## config.mk

```make
export PLATFORM = sky130hd
export DESIGN_NAME = dly_xbridge
export DESIGN_NICKNAME = d
export VERILOG_FILES = /design/src/rtl/xb_pkg.sv /design/src/rtl/xb_fifo.sv /design/src/rtl/xb_lane.sv /design/src/rtl/xb_relay.sv /design/src/rtl/dly_xbridge.sv
export SDC_FILE = /design/constraint.sdc
export NUM_CORES = 2
export LEC_CHECK = 0
export BUFFER_PORTS_ARGS = -buffer_cell sky130_fd_sc_hd__buf_2
export CAP_MARGIN = 20
export CORE_ASPECT_RATIO = 0.9
export CORE_UTILIZATION = 35
export CTS_BUF_LIST = sky130_fd_sc_hd__clkbuf_4 sky130_fd_sc_hd__clkbuf_8
export CTS_CLUSTER_DIAMETER = 40
export DETAILED_ROUTE_END_ITERATION = 6
export SLEW_MARGIN = 25
export SYNTH_ARGS = -nofsm -noshare
export SYNTH_HDL_FRONTEND = slang
export SYNTH_SLANG_ARGS = --single-unit
export TNS_END_PERCENT = 1
```

## constraint.sdc

```tcl
create_clock -name clk -period 19.07 [get_ports clk]
set_input_delay 0.9535 -clock clk [delete_from_list [all_inputs] [get_ports clk]]
set_output_delay 0.9535 -clock clk [all_outputs]
set_load 0.03 [all_outputs]
```

## src/rtl/xb_pkg.sv

```systemverilog
package xb_pkg;

    typedef enum logic [1:0] {
        ST_RANGE   = 2'd0,
        ST_BLOCK   = 2'd1,
        ST_UNBLOCK = 2'd2,
        ST_OTHER   = 2'd3
    } xb_stat_e;

    // Wrap-safe age test: (now - stamp) modulo the counter width against the delay.
    function automatic logic aged(input logic [31:0] now, input logic [31:0] stamp,
                                  input logic [31:0] mask, input logic [31:0] dly);
        return ((now - stamp) & mask) >= dly;
    endfunction

    function automatic logic absorbed(input logic [1:0] code);
        return (xb_stat_e'(code) == ST_BLOCK) || (xb_stat_e'(code) == ST_UNBLOCK);
    endfunction

endpackage

```

## src/rtl/xb_fifo.sv

```systemverilog
module xb_fifo #(
    parameter int W     = 8,
    parameter int DEPTH = 4
) (
    input  logic                         clk,
    input  logic                         rst,
    input  logic                         push,
    input  logic [W-1:0]                 din,
    input  logic                         pop,
    output logic [W-1:0]                 dout,
    output logic [$clog2(DEPTH+1)-1:0]   count
);
    localparam int PTRW = (DEPTH > 1) ? $clog2(DEPTH) : 1;
    localparam int CNTW = $clog2(DEPTH+1);

    logic [W-1:0]    mem [DEPTH];
    logic [PTRW-1:0] wp, rp;

    function automatic logic [PTRW-1:0] step_ptr(input logic [PTRW-1:0] p);
        return (p == PTRW'(DEPTH-1)) ? '0 : p + PTRW'(1);
    endfunction

    always_ff @(posedge clk) begin
        if (push) mem[wp] <= din;
    end

    always_ff @(posedge clk) begin
        if (rst) begin
            wp    <= '0;
            rp    <= '0;
            count <= '0;
        end else begin
            if (push) wp <= step_ptr(wp);
            if (pop)  rp <= step_ptr(rp);
            count <= count + CNTW'(push) - CNTW'(pop);
        end
    end

    assign dout = mem[rp];
endmodule

```

## src/rtl/xb_lane.sv

```systemverilog
module xb_lane #(
    parameter int PAYW  = 8,
    parameter int DELAY = 4,
    parameter int CAP   = 16,
    parameter int CW    = 4
) (
    input  logic            clk,
    input  logic            rst,
    input  logic [CW-1:0]   now,
    input  logic            in_vld,
    output logic            in_rdy,
    input  logic [PAYW-1:0] in_pay,
    output logic            out_vld,
    input  logic            out_rdy,
    output logic            out_resend,
    input  logic            retry,
    output logic [PAYW-1:0] out_pay,
    output logic            hold
);
    localparam int CNTW = $clog2(CAP+1);
    localparam int OW   = CNTW + 1;

    logic            hold_q, acc, resend, fresh, del;
    logic            rt_push;
    logic [PAYW-1:0] rt_din, rt_head, fresh_pay;
    logic [CNTW-1:0] rt_cnt;
    logic [OW-1:0]   occ, sum_next;

    assign in_rdy = !hold_q;
    assign hold   = hold_q;
    assign acc    = in_vld && !hold_q;
    assign resend = retry && (rt_cnt != '0);

    xb_fifo #(.W(PAYW), .DEPTH(CAP)) u_retry (
        .clk(clk), .rst(rst), .push(rt_push), .din(rt_din),
        .pop(resend), .dout(rt_head), .count(rt_cnt)
    );

    generate
        if (DELAY > 0) begin : g_timed
            localparam int EW = CW + PAYW;
            localparam logic [31:0] MASK = (32'd1 << CW) - 32'd1;
            logic [EW-1:0]   ib_head;
            logic [CNTW-1:0] ib_cnt;
            logic            head_ok;

            xb_fifo #(.W(EW), .DEPTH(CAP)) u_inbound (
                .clk(clk), .rst(rst), .push(acc), .din({now, in_pay}),
                .pop(head_ok), .dout(ib_head), .count(ib_cnt)
            );

            assign head_ok   = (ib_cnt != '0) &&
                               xb_pkg::aged(32'(now), 32'(ib_head[EW-1:PAYW]), MASK, 32'(DELAY));
            assign fresh     = head_ok && (rt_cnt == '0);
            assign fresh_pay = ib_head[PAYW-1:0];
            assign rt_push   = head_ok && ((rt_cnt != '0) || !out_rdy);
            assign rt_din    = ib_head[PAYW-1:0];
            assign occ       = OW'(ib_cnt) + OW'(rt_cnt);
        end else begin : g_direct
            assign fresh     = acc && (rt_cnt == '0);
            assign fresh_pay = in_pay;
            assign rt_push   = acc && ((rt_cnt != '0) || !out_rdy);
            assign rt_din    = in_pay;
            assign occ       = OW'(rt_cnt);
        end
    endgenerate

    assign out_vld    = resend || fresh;
    assign out_resend = resend;
    assign out_pay    = resend ? rt_head : fresh_pay;
    assign del        = resend || (fresh && out_rdy);
    assign sum_next   = occ + OW'(acc) - OW'(del);

    always_ff @(posedge clk) begin
        if (rst) hold_q <= 1'b0;
        else     hold_q <= (sum_next >= OW'(CAP));
    end
endmodule

```

## src/rtl/xb_relay.sv

```systemverilog
module xb_relay (
    input  logic       clk,
    input  logic       rst,
    input  logic       in_vld,
    input  logic [1:0] in_code,
    output logic       out_vld,
    output logic [1:0] out_code
);
    always_ff @(posedge clk) begin
        if (rst) begin
            out_vld  <= 1'b0;
            out_code <= 2'd0;
        end else begin
            out_vld  <= in_vld && !xb_pkg::absorbed(in_code);
            out_code <= in_code;
        end
    end
endmodule

```

## src/rtl/dly_xbridge.sv

```systemverilog
module dly_xbridge #(
    parameter int AW     = 16,
    parameter int SW     = 2,
    parameter int DW     = 32,
    parameter int DELAY  = 4,
    parameter int CAP_AB = 16,
    parameter int CAP_BA = 16
) (
    input  logic          clk,
    input  logic          rst,
    input  logic          a_in_vld,
    output logic          a_in_rdy,
    input  logic [AW-1:0] a_in_addr,
    input  logic [SW-1:0] a_in_size,
    input  logic [DW-1:0] a_in_data,
    output logic          a_out_vld,
    input  logic          a_out_rdy,
    output logic          a_out_resend,
    input  logic          a_retry,
    output logic [AW-1:0] a_out_addr,
    output logic [SW-1:0] a_out_size,
    output logic [DW-1:0] a_out_data,
    output logic          a_hold,
    input  logic          a_st_in_vld,
    input  logic [1:0]    a_st_in_code,
    output logic          a_st_out_vld,
    output logic [1:0]    a_st_out_code,
    input  logic          b_in_vld,
    output logic          b_in_rdy,
    input  logic [AW-1:0] b_in_addr,
    input  logic [SW-1:0] b_in_size,
    input  logic [DW-1:0] b_in_data,
    output logic          b_out_vld,
    input  logic          b_out_rdy,
    output logic          b_out_resend,
    input  logic          b_retry,
    output logic [AW-1:0] b_out_addr,
    output logic [SW-1:0] b_out_size,
    output logic [DW-1:0] b_out_data,
    output logic          b_hold,
    input  logic          b_st_in_vld,
    input  logic [1:0]    b_st_in_code,
    output logic          b_st_out_vld,
    output logic [1:0]    b_st_out_code
);
    localparam int PAYW = AW + SW + DW;
    localparam int CW   = $clog2(DELAY + 1) + 1;

    logic [CW-1:0]   now;
    logic [PAYW-1:0] ab_out, ba_out;

    always_ff @(posedge clk) begin
        if (rst) now <= '0;
        else     now <= now + CW'(1);
    end

    xb_lane #(.PAYW(PAYW), .DELAY(DELAY), .CAP(CAP_AB), .CW(CW)) u_ab (
        .clk(clk), .rst(rst), .now(now),
        .in_vld(a_in_vld), .in_rdy(a_in_rdy), .in_pay({a_in_addr, a_in_size, a_in_data}),
        .out_vld(b_out_vld), .out_rdy(b_out_rdy), .out_resend(b_out_resend),
        .retry(b_retry), .out_pay(ab_out), .hold(a_hold)
    );

    xb_lane #(.PAYW(PAYW), .DELAY(DELAY), .CAP(CAP_BA), .CW(CW)) u_ba (
        .clk(clk), .rst(rst), .now(now),
        .in_vld(b_in_vld), .in_rdy(b_in_rdy), .in_pay({b_in_addr, b_in_size, b_in_data}),
        .out_vld(a_out_vld), .out_rdy(a_out_rdy), .out_resend(a_out_resend),
        .retry(a_retry), .out_pay(ba_out), .hold(b_hold)
    );

    assign {b_out_addr, b_out_size, b_out_data} = ab_out;
    assign {a_out_addr, a_out_size, a_out_data} = ba_out;

    xb_relay u_rel_ab (
        .clk(clk), .rst(rst), .in_vld(a_st_in_vld), .in_code(a_st_in_code),
        .out_vld(b_st_out_vld), .out_code(b_st_out_code)
    );

    xb_relay u_rel_ba (
        .clk(clk), .rst(rst), .in_vld(b_st_in_vld), .in_code(b_st_in_code),
        .out_vld(a_st_out_vld), .out_code(a_st_out_code)
    );
endmodule

```

== Word level (Yosys, flattened, before mapping) ==
Memory sizes are Yosys's and may differ from the RTL's. A register that Yosys moved wholly into a read port is not among the register bits.
Index checks and enable logic that the tools add are counted.
Word-level totals
  bits in writable memories: 3328
  bits in registers: 64
  memories: 4
  input port bits: 114
Memory list
  u_ab.g_timed.u_inbound.mem: words 16, width 54, rd ports 1, clocked after Yosys merged registers in 1, wr ports 1, RTL line xb_fifo.sv:16  | logic [W-1:0] mem [DEPTH];
  u_ba.g_timed.u_inbound.mem: words 16, width 54, rd ports 1, clocked after Yosys merged registers in 1, wr ports 1, RTL line xb_fifo.sv:16
  u_ab.u_retry.mem: words 16, width 50, rd ports 1, clocked after Yosys merged registers in 1, wr ports 1, RTL line xb_fifo.sv:16
  u_ba.u_retry.mem: words 16, width 50, rd ports 1, clocked after Yosys merged registers in 1, wr ports 1, RTL line xb_fifo.sv:16
Operators by class
  mux-type cells: 26
  reduce and logical (&&, ||, !) cells: 34
  eq/ne operators: 12
  add/sub/neg operators: 25
  $lt $le $gt $ge: 4
Operators by type and width (number)
  50-bit two-way mux: 2
  4-bit two-way mux: 16
  4-bit by 1-bit adder with 4-bit output (second input constant): 9
  4-bit == test (second input constant): 8
  5-bit by 1-bit adder with 5-bit output: 4
  5-bit nonzero test: 4
  5-bit by 1-bit subtractor with 5-bit output: 4
  1-bit logical AND: 14
  5-bit by 5-bit adder with 6-bit output: 2
  6-bit by 1-bit adder with 6-bit output: 2
  6-bit by 5-bit >= comparator with 1-bit output (second input constant): 2
  6-bit by 1-bit subtractor with 6-bit output: 2
  5-bit logical NOT: 2
  4-bit by 3-bit >= comparator with 1-bit output (second input constant): 2
  1-bit logical OR: 8
  1-bit two-way mux: 8
  4-bit subtractor: 2
  1-bit logical NOT: 6
  2-bit by 1-bit == test with 1-bit output (second input constant): 2
  2-bit == test (second input constant): 2

== Logic depth before layout (Yosys ltp) ==
  depth in word-level cells: 8
  gate-level depth with buffers: 25
  mapped depth without buffers: 21

== By module ==
A second synthesis with hierarchy kept.
Unflattened totals
  cells, all modules: 5761
  area total of the unflattened synthesis: 130614.0 um^2
By module, submodules not included
  xb_fifo (u_ab.u_retry ...): times used 2, area an instance 30695.7 um^2, cells an instance 1324, seq. area each 24363.4 um^2
  xb_fifo (u_ab.g_timed.u_inbound): times used 1, area an instance 33149.3 um^2, cells an instance 1420, seq. area each 26285.2 um^2
  xb_fifo (u_ba.g_timed.u_inbound): times used 1, area an instance 33148.0 um^2, cells an instance 1420, seq. area each 26285.2 um^2
  xb_lane: times used 2, area an instance 1296.2 um^2, cells an instance 123, seq. area each 20.0 um^2
  xb_relay: times used 2, area an instance 93.8 um^2, cells an instance 7, seq. area each 60.1 um^2
  dly_xbridge: times used 1, area an instance 145.1 um^2, cells an instance 13, seq. area each 80.1 um^2

== Worst setup path after synthesis ==
Ideal clock, no wire load.
  path type: register to register
  start: register (tool-made name)
  end: memory u_ba.u_retry.mem[0][0] (netlist bit), enable pin
  data required time: 18.471 ns
  slack: 9.616 ns
  stages on the path, launching flop included: 16
  arrival: 8.855 ns
  cell sequence: dfxtp_1 -> buf_2 -> buf_2 -> buf_1 -> buf_2 -> mux4_2 -> mux4_2 -> inv_1 -> ha_1 -> o311a_1 -> o21a_1 -> o21ai_1 -> nand2_4 -> nor2_4 -> inv_2 -> nor4b_1
RTL lines (RTL line)
  end, declared: xb_fifo.sv:16

==> flow_summary_export.csv <==
group,metric,value,unit
clock_tree,insertion_delay,1140,ps
yosys,netlist_area,130300,um^2
pwr,p_leak,46.23,nW
worst_setup_path,cp.arrival,5850,ps
yosys,yosysTopAreaCell,"edfxtp_1",
sta,rsz0062_at_grt,"no",
yosys,syn-num-nets,5687,
min_path,min_path_type,"in2reg",
worst_setup_path,rrSetupSlack,13080,ps
sta,holdWs,128.8,ps
worst_setup_path,critPathMaxFanout,37,
floorplanning,pin_count,228,
drt,first_pass_iters,7,
drt,vias,60350,
sta,finalMaxSlewViolations,0,
sta,period_minus_slack,6806,ps
yosys,synth_edf_count,3328,
sta,finClkSkew,58.00,ps
status,status,"finished, final reports clean",
yosys,ys_warn_count,0,
drt,drc,0,
yosys,synth.top_cells.by_area,"edfxtp_1 (77%), mux4_2 (18%), dfxtp_1 (1.2%), nand2_1 (0.96%), ha_1 (0.66%)",
yosys,synth_top_area_frac,0.7669,
worst_setup_path,rr_worst_depth,21,
worst_setup_path,crit_path_max_incr_delay,860,ps
clock_tree,root_buffer,"clkbuf_8",
layout,finalNetCount,6342,
drt,avgRoutedWirePerCell,27.30,um
worst_setup_path,path_class,"reg2out",
yosys,avgSynthCellArea,23.69,um^2
sta,finalHoldViolations,0,
pwr,irDropWorstVdd,0.0001318,V
placement,place_congestion,0.7460,
min_path,min-delay-start,"a_st_in_code[1]",
global_route,gr-total-overflow,0,
yosys,ys_ff_latch,3408,
placement,io_buffers,227,
clock_tree,clock_path_buffers,4,
worst_setup_path,r2r-end,"u_ba.u_retry.count[4]$_SDFF_PP0_",
drt,postRouteWirelength,314300,um
clock_tree,clk_pin_slew,60,ps
yosys,netlist-cell-type-count,57,
clock_tree,numCtsBuffers,565,
yosys,post-synth-top-count-cell,"edfxtp_1",
sta,tightest_slew,1117,ps
global_route,first_global_vias,63640,
floorplanning,start_util,0.3516,
clock_tree,cts_resized,0,
worst_setup_path,path_cells,"buf_4 > mux4_2 > mux4_2 > inv_1 > ha_1 > a21o_1 > and3_1 > nor3b_2 > nand2_1 > nand2_1 > buf_2",
min_path,hold_depth,2,
worst_setup_path,cp_slowest_cell,"dfxtp_4",
global_route,grt_pass1_wl,450100,um
worst_setup_path,cp-end-kind,"output port",
yosys,synthCells,5500,
global_route,grt_max_degree,118,
clock_tree,htreeDepth,6,
layout,drive_above_1_share,0.3589,
floorplanning,die_w,645.2,um
worst_setup_path,cp.required,18120,ps
clock_tree,cts_tree,"built",
floorplanning,die_area,374800,um^2
yosys,synth_seq_area_share,0.7792,
min_path,holdPathEnd,"u_rel_ab.out_code[1]$_SDFF_PP0_",
sta,setup_tns,0,ps
sta,fmax,0.1469,GHz
job,drv_cap,0,
sta,maxSlewHeadroom,0.2552,
placement,hpwl,166000,um
yosys,async_flop_share,0,
yosys,yosys-top-cells-count,"edfxtp_1 (3328), mux4_2 (1033), nand2_1 (334)",
global_route,antenna_found_initial,63,
floorplanning,fp.coreArea,370600,um^2
clock_tree,cts_sinks,3408,
sta,finalSetupViolations,0,
drt,drtAntennaViolNets,0,
floorplanning,num_rows,212,
sta,post-route-period-util,0.3569,
floorplanning,fp.dieH,580.9,um
drt,first_iter_violations,5876,
pwr,p_per_area,136.7,nW/um^2
layout,n_fill_cell,32160,
drt,viasPerCell,5.243,
layout,area_growth,14.47,%
global_route,gr-usage-all-layers,0.1652,
yosys,synth_ff_type,"edfxtp_1",
worst_setup_path,worstSetupStartpointType,"flip-flop",
==> routing by layer <==
layer	track usage	part of all wire
met1	0.2227	0.41
met2	0.2683	0.48
met3	0.03223	0.074
met4	0.05788	0.031
met5	0	0.00037
==> repair_timing <==
item,in CTS,in global routing
setup buffers,0,0
hold endpoints to repair,5,0
hold buffers,5,0
==> critical path: cells and delay by family (launching register included) <==
kind | cells | cell delay, ps
muxes | 2 | 1070
AOI/OAI and AO/OA | 1 | 180
adders and majority gates | 1 | 220
buffers and inverters | 3 | 1070
and+or+nand+nor | 4 | 1210
DFF | 1 | 860
==> registers in the layout (all words and copies together), names as in the netlist, named ones only <==
| name | count |
|---|---|
| now | 4 |
| u_ab.g_timed.u_inbound.count | 5 |
| u_ab.g_timed.u_inbound.mem | 864 |
| u_ab.g_timed.u_inbound.rp | 4 |
| u_ab.g_timed.u_inbound.wp | 4 |
| u_ab.hold | 1 |
| u_ab.u_retry.count | 5 |
| u_ab.u_retry.mem | 800 |
| u_ab.u_retry.rp | 4 |
| u_ab.u_retry.wp | 4 |
| u_ba.g_timed.u_inbound.count | 5 |
| u_ba.g_timed.u_inbound.mem | 864 |
| u_ba.g_timed.u_inbound.rp | 4 |
| u_ba.g_timed.u_inbound.wp | 4 |
| u_ba.hold | 1 |
| u_ba.u_retry.count | 5 |
| u_ba.u_retry.mem | 800 |
| u_ba.u_retry.rp | 4 |
| u_ba.u_retry.wp | 4 |
| u_rel_ab.out_code | 2 |
| u_rel_ab.out_vld | 1 |
| u_rel_ba.out_code | 2 |
| u_rel_ba.out_vld | 1 |
==> final cells by class <==
| type | count | area (um^2) | share of cell area |
|---|---|---|---|
| antenna | 22 | 55.05 | 0.0003691 |
| clock buffer | 760 | 9328 | 0.06253 |
| clock inverter | 219 | 1669 | 0.01119 |
| inverter | 79 | 296.5 | 0.001988 |
| multi-input combinational | 1743 | 27760 | 0.1861 |
| sequential | 3408 | 101600 | 0.6811 |
| tap | 4922 | 6158 | 0.04129 |
| timing repair buffer | 358 | 2293 | 0.01538 |
==> where the power goes <==
part / leakage, nW / internal, W / switching [W] / total (W)
clock network: 5.77 / 0.00340 / 0.00292 / 0.00632
registers: 30.7 / 0.00923 / 0.000208 / 0.00943
logic: 9.74 / 0.00172 / 0.00291 / 0.00463
==> metrics by stage <==
stage | area (um^2) | cells | worst slack, ps | util | power (W)
finish | 149200 | 11510 | 12260 | 0.4025 | 0.02039
global route | 149100 | 11510 | 11840 | 0.4025 | 0.02119
CTS | 149100 | 11490 | 11980 | 0.4023 | 0.02058
detailed placement | 138000 | 10500 | 13040 | 0.3725 | 0.01427
global placement | 137900 | 10500 | 12520 | 0.3721 | 0.01417
floorplan | 130300 | 5500 | 9616 | - | 0.01258
==> cell usage in the layout, fill, tap and decap left out, drive strengths merged, types with 9 or more instances in the layout <==
master,count
edfxtp,3328
mux4,1036
clkbuf,760
buf,353
nand2,335
clkinv,157
inv,106
dfxtp,80
ha,69
nor2,64
a21oi,35
diode,22
clkinvlp,20
and3,20
nor3,18
and2,17
nor2b,16
xor2,16
bufinv,15
xnor2,14
o21ai,13
mux2i,11
nand3,9
==> cells by family (layout without fill, tap and decap cells) <==
group / after synthesis / after routing / share of synthesized area
DFF: 3408 / 3408 / 0.7792
muxes: 1050 / 1050 / 0.1802
and+or+nand+nor: 517 / 517 / 0.01742
buffers and inverters: 349 / 1416 / 0.01030
adders and majority gates: 73 / 73 / 0.007240
AOI/OAI and AO/OA: 73 / 73 / 0.003505
xor gates and xnor gates: 30 / 30 / 0.002074
other: 0 / 22 / 0
==> how the worst max path moves through the flow <==
| stage | from | end | slack [ps] |
|---|---|---|---|
| final | flip-flop | b_out_vld | 12260 |
| after global routing | flip-flop | b_out_vld | 11840 |
| after CTS | flip-flop | b_out_vld | 11980 |
| after detailed placement | flip-flop | u_ab.u_retry.count[4]$_SDFF_PP0_ | 13040 |
| after global placement | flip-flop | u_ab.u_retry.count[4]$_SDFF_PP0_ | 12520 |
| after floorplan | flip-flop | u_ba.u_retry.mem[0][0]$_DFFE_PP_ | 9620 |
No activity file was read; power rests on OpenSTA's default activity.
